==> src/rtl/evcnt_dual.sv <==
module evcnt_dual #(
  parameter int W = 8
) (
  input  logic         clk,
  input  logic         rst_n,
  input  logic         ev_lo_in,
  input  logic         ev_hi_in,
  input  logic         wr_en,
  input  logic [1:0]   addr,
  input  logic [W-1:0] wdata,
  output logic [W-1:0] rdata,
  output logic         irq
);
  logic [2:0]   sync_lo, sync_hi;
  logic         split, en_lo, en_hi, run_lo, run_hi;
  logic         ovf_lo, ovf_hi, irq_en, irq_flag;
  logic [W-1:0] cnt_lo, cnt_hi;

  wire edge_lo = sync_lo[1] & ~sync_lo[2];
  wire edge_hi = sync_hi[1] & ~sync_hi[2];

  wire inc_lo   = run_lo & en_lo & edge_lo;
  wire carry_lo = inc_lo & (&cnt_lo);
  wire inc_hi   = run_hi & en_hi & (split ? edge_hi : carry_lo);
  wire wrap_hi  = inc_hi & (&cnt_hi);
  wire set_lo   = split & carry_lo;
  wire set_any  = set_lo | wrap_hi;

  wire wr_ctl = wr_en && addr == 2'd0;
  wire wr_irq = wr_en && addr == 2'd1;

  always_ff @(posedge clk or negedge rst_n) begin
    if (!rst_n) begin
      sync_lo <= '0;
      sync_hi <= '0;
    end else begin
      sync_lo <= {sync_lo[1:0], ev_lo_in};
      sync_hi <= {sync_hi[1:0], ev_hi_in};
    end
  end

  always_ff @(posedge clk or negedge rst_n) begin
    if (!rst_n) begin
      cnt_lo <= '0;
      cnt_hi <= '0;
    end else begin
      if (!run_lo)     cnt_lo <= '0;
      else if (inc_lo) cnt_lo <= cnt_lo + 1'b1;
      if (!run_hi)     cnt_hi <= '0;
      else if (inc_hi) cnt_hi <= cnt_hi + 1'b1;
    end
  end

  always_ff @(posedge clk or negedge rst_n) begin
    if (!rst_n) begin
      {irq_en, run_hi, run_lo, en_hi, en_lo, split} <= '0;
      ovf_lo   <= 1'b0;
      ovf_hi   <= 1'b0;
      irq_flag <= 1'b0;
    end else begin
      if (wr_ctl) begin
        split  <= wdata[0];
        en_lo  <= wdata[1];
        en_hi  <= wdata[2];
        run_lo <= wdata[3];
        run_hi <= wdata[4];
        irq_en <= wdata[7];
      end
      ovf_lo   <= set_lo  | (ovf_lo   & ~(wr_ctl & ~wdata[5]));
      ovf_hi   <= wrap_hi | (ovf_hi   & ~(wr_ctl & ~wdata[6]));
      irq_flag <= set_any | (irq_flag & ~(wr_irq & ~wdata[0]));
    end
  end

  always_comb begin
    rdata = '0;
    case (addr)
      2'd0: rdata[7:0] = {irq_en, ovf_hi, ovf_lo, run_hi, run_lo, en_hi, en_lo, split};
      2'd1: rdata[0]   = irq_flag;
      2'd2: rdata      = cnt_lo;
      default: rdata   = cnt_hi;
    endcase
  end

  assign irq = irq_flag & irq_en;
endmodule


==> config.mk <==
export PLATFORM = sky130hd
export DESIGN_NAME = evcnt_dual
export DESIGN_NICKNAME = d
export VERILOG_FILES = /design/src/rtl/evcnt_dual.sv
export SDC_FILE = /design/constraint.sdc
export NUM_CORES = 1
export LEC_CHECK = 0
export ABC_AREA = 1
export BUFFER_PORTS_ARGS = -buffer_cell sky130_fd_sc_hd__buf_2
export CAP_MARGIN = 20
export CORE_ASPECT_RATIO = 0.75
export CORE_UTILIZATION = 50
export CTS_CLUSTER_SIZE = 28
export DETAILED_ROUTE_END_ITERATION = 6
export MAX_ROUTING_LAYER = met4
export PLACE_DENSITY = 0.72
export SYNTH_ARGS = -nofsm -noshare
export SYNTH_HDL_FRONTEND = slang
export SYNTH_SLANG_ARGS = --single-unit
==> constraint.sdc <==
create_clock -name clk -period 3.8 [get_ports clk]
set_input_delay 0 -clock clk [delete_from_list [all_inputs] [get_ports clk]]
set_output_delay 0 -clock clk [all_outputs]
set_load 0.03 [all_outputs]
==> results.py <==
metrics = {
    "status": {
        "status": "finished clean",
    },
    "floorplanning": {
        "initial_core_util_pct": 54.5,
        "io_pins": 24,
        "dieWidth_um": 68.7,
        "fp-row-count": 17,
        "die_h_um": 52.0,
        "design.core.area_um2": 3060,
        "die_area_um2": 3570,
    },
    "clock_tree": {
        "clock_latency_ns": 0.29,
        "clk_pin_slew_worst_paths_ns": 0.06,
        "clk_path_buf_depth": 2,
        "cts_resized": 0,
        "ctsRootBufferMaster": "clkbuf_8",
        "cts_tree": "yes",
        "numCtsBuffers": 5,
        "post-cts-setup-buffers": 0,
        "cts_hold_buf": 11,
        "htreeDepth": 2,
        "cts.sinks": 31,
    },
    "timing": {
        "fin_crit_ns": 1.48,
        "fin_skew_ns": 0.00594,
        "relSlewSlack_pct": 52.9,
        "holdWs_ns": 0.0668,
        "hold_viol_final": 0,
        "rsz0062_at_grt": "no",
        "worst_slew_pin_slew_ns": 0.707,
        "setup_violations": 0,
        "clock.fmax_mhz": 676,
        "maxSlewViolCount": 0,
        "setup_tns_ns": 0,
        "min_period_over_period_pct": 38.9,
    },
    "routing": {
        "ant_nets": 0,
        "drtPass1Iterations": 4,
        "via_per_inst": 5.38,
        "drt_iter0_markers": 145,
        "vias": 1522,
        "wl_per_cell_um": 14.0,
        "wl_um": 3950,
        "drc": 0,
    },
    "cells_and_area": {
        "antenna_cells": 0,
        "multi_input_area_um2": 763,
        "final_area_um2": 2060,
        "fillers": 252,
        "postLayoutCoreUtil_pct": 67.2,
        "area_growth_pct": 23.3,
        "nNetsFinal": 261,
        "final-seq-area_um2": 776,
        "final_cells": 283,
        "drive_above_1_share_pct": 18.4,
    },
    "logic_synthesis": {
        "synth_area_leaders": "dfrtp_1 47%, nand2_1 12%, nand3_1 7.2%",
        "async_flop_share_pct": 100,
        "syn_avg_cell_area_um2": 8.14,
        "yosys_register_bits": 31,
        "netlist.area_leader.share_pct": 46.5,
        "synth_top_area_cell": "dfrtp_1",
        "seq_area_frac_synth_pct": 46.5,
        "ys_warn_count": 0,
        "synth_nets": 222,
        "postSynthCellCount": 205,
        "synth_edf_count": 0,
        "synth_flop_cell": "dfrtp_1",
        "synth_cell_type_count": 22,
        "syn-cell-area_um2": 1670,
    },
    "job": {
        "cap_viol_max_count": 0,
    },
    "worst_setup_path": {
        "crit_arrival_ns": 1.66,
        "required_ns": 3.98,
        "worstPathMaxFanout": 11,
        "crit_path_start_kind": "flip-flop",
        "critPathMaxStageDelay_ns": 0.55,
        "crit_type": "reg2reg",
        "critPathSlowestCell": "dfrtp_1",
        "worstSetupEndpointType": "flip-flop",
        "path_cells": "nand2_1 -> a21oi_2 -> nand2_4 -> nand3_1 -> nand2_1",
        "crit_top_cell": "nand2_1",
    },
    "min_path": {
        "hp-class": "in2reg",
    },
    "global_routing": {
        "grt_max_degree": 32,
        "grtUsageTotal_pct": 27.4,
        "grt_pass1_vias": 1405,
        "gr-total-overflow": 0,
        "grt_pass1_wl_um": 6610,
        "grt_antenna_before_repair": 0,
    },
    "placed_design": {
        "place.gp.congestion": 0.840,
        "port_buffers": 23,
        "post-place-cells": 264,
        "place_area_um2": 1810,
        "dp_hpwl_um": 2700,
    },
    "power": {
        "max-vdd-ir-drop_mv": 0.243,
        "leakage_nw": 1.06,
        "powerDensity_nw_per_um2": 431,
    },
}
where the power goes:
group	switching [mW]	total (mW)	internal [mW]
clock network	0.130	0.392	0.262
logic	0.0708	0.113	0.0427
registers	0.0299	0.381	0.351
worst max-delay path, delay by kind of cell, from the launching register on:
family          cells  cell delay, ns
flops               1            0.55
compound gates      1            0.41
simple gates        4            0.40
metrics by stage:
| step | setup WS, ns | total power, mW |
|---|---|---|
| after floorplan | 2.57 | 0.453 |
| after global placement | 2.37 | 0.489 |
| final | 2.32 | 0.886 |
| after global routing | 2.15 | 0.914 |
| after CTS | 2.32 | 0.885 |
| after detailed placement | 2.32 | 0.490 |
layout make-up:
cell class | count | share of cell area, %
sequential | 31 | 37.7
multi-input combinational | 142 | 37.1
timing repair buffer | 34 | 10.9
inverter | 30 | 5.47
clock buffer | 6 | 3.53
clock inverter | 2 | 2.92
tap | 38 | 2.31
registers in the layout, summed over array words and instances (netlist names), 3 cells and up:
| signal | cells |
|---|---|
| cnt_hi | 8 |
| sync_lo | 3 |
| sync_hi | 3 |
| cnt_lo | 8 |
synth_stat cells, drive strengths merged, types with 3 or more instances:
| cell type | number |
|---|---|
| o21ai | 9 |
| a21oi | 5 |
| nand4 | 11 |
| dfrtp | 31 |
| nor2 | 16 |
| o211ai | 4 |
| inv | 30 |
| nand2 | 58 |
| o221ai | 3 |
| nand3 | 25 |
| mux2 | 5 |
worst paths after layout:
check | start | to | slack (ns) | cells after the start
hold reg to reg | sync_lo[0] | sync_lo[1] | 0.35 | 0
setup / recovery | run_hi | cnt_hi[0] | 2.32 | 5
hold / removal | wr_en | irq_flag | 0.07 | 4
min in group asynchronous | rst_n | cnt_lo[3] | 0.29 | 2
max in group asynchronous | rst_n | cnt_hi[5] | 3.05 | 2
setup reg to reg | run_hi | cnt_hi[0] | 2.32 | 5
kinds of logic (layout without fill, tap and decap cells):
group	Yosys count	in the layout	synth area share (%)
adder cells (fa/ha/maj)	2	2	1.50
AO/OA/AOI/OAI	23	23	8.55
XOR/XNOR	1	1	0.525
multiplexers	5	5	3.38
flip-flops	31	31	46.5
AND/OR/NAND/NOR	111	111	31.8
buffers and inverters	32	72	7.73
per-layer routing:
metal  track usage [%]  wire [um]  up-vias
li1                  -          -      755
met4              13.3         53        0
met5                 -          0        -
met1              40.2       1940      707
met3              6.80        297        6
met2              34.8       1660       54
placed cells by master, fill, tap and decap left out:
cell / count
nand3_2: 1
inv_1: 30
buf_2: 23
dlygate4sd3_1: 11
or2_2: 1
clkbuf_8: 5
nand4_1: 11
xor2_1: 1
ha_1: 2
bufinv_16: 2
o221ai_1: 3
clkbuf_1: 1
nand3_1: 24
a21oi_1: 4
nand2_2: 1
o211ai_1: 4
dfrtp_1: 31
nor2_1: 13
o22ai_1: 2
mux2_2: 5
o21ai_0: 9
nand2_1: 54
nand2_4: 3
a21oi_2: 1
nor2_4: 3
No activity file was read; power rests on OpenSTA's default activity.
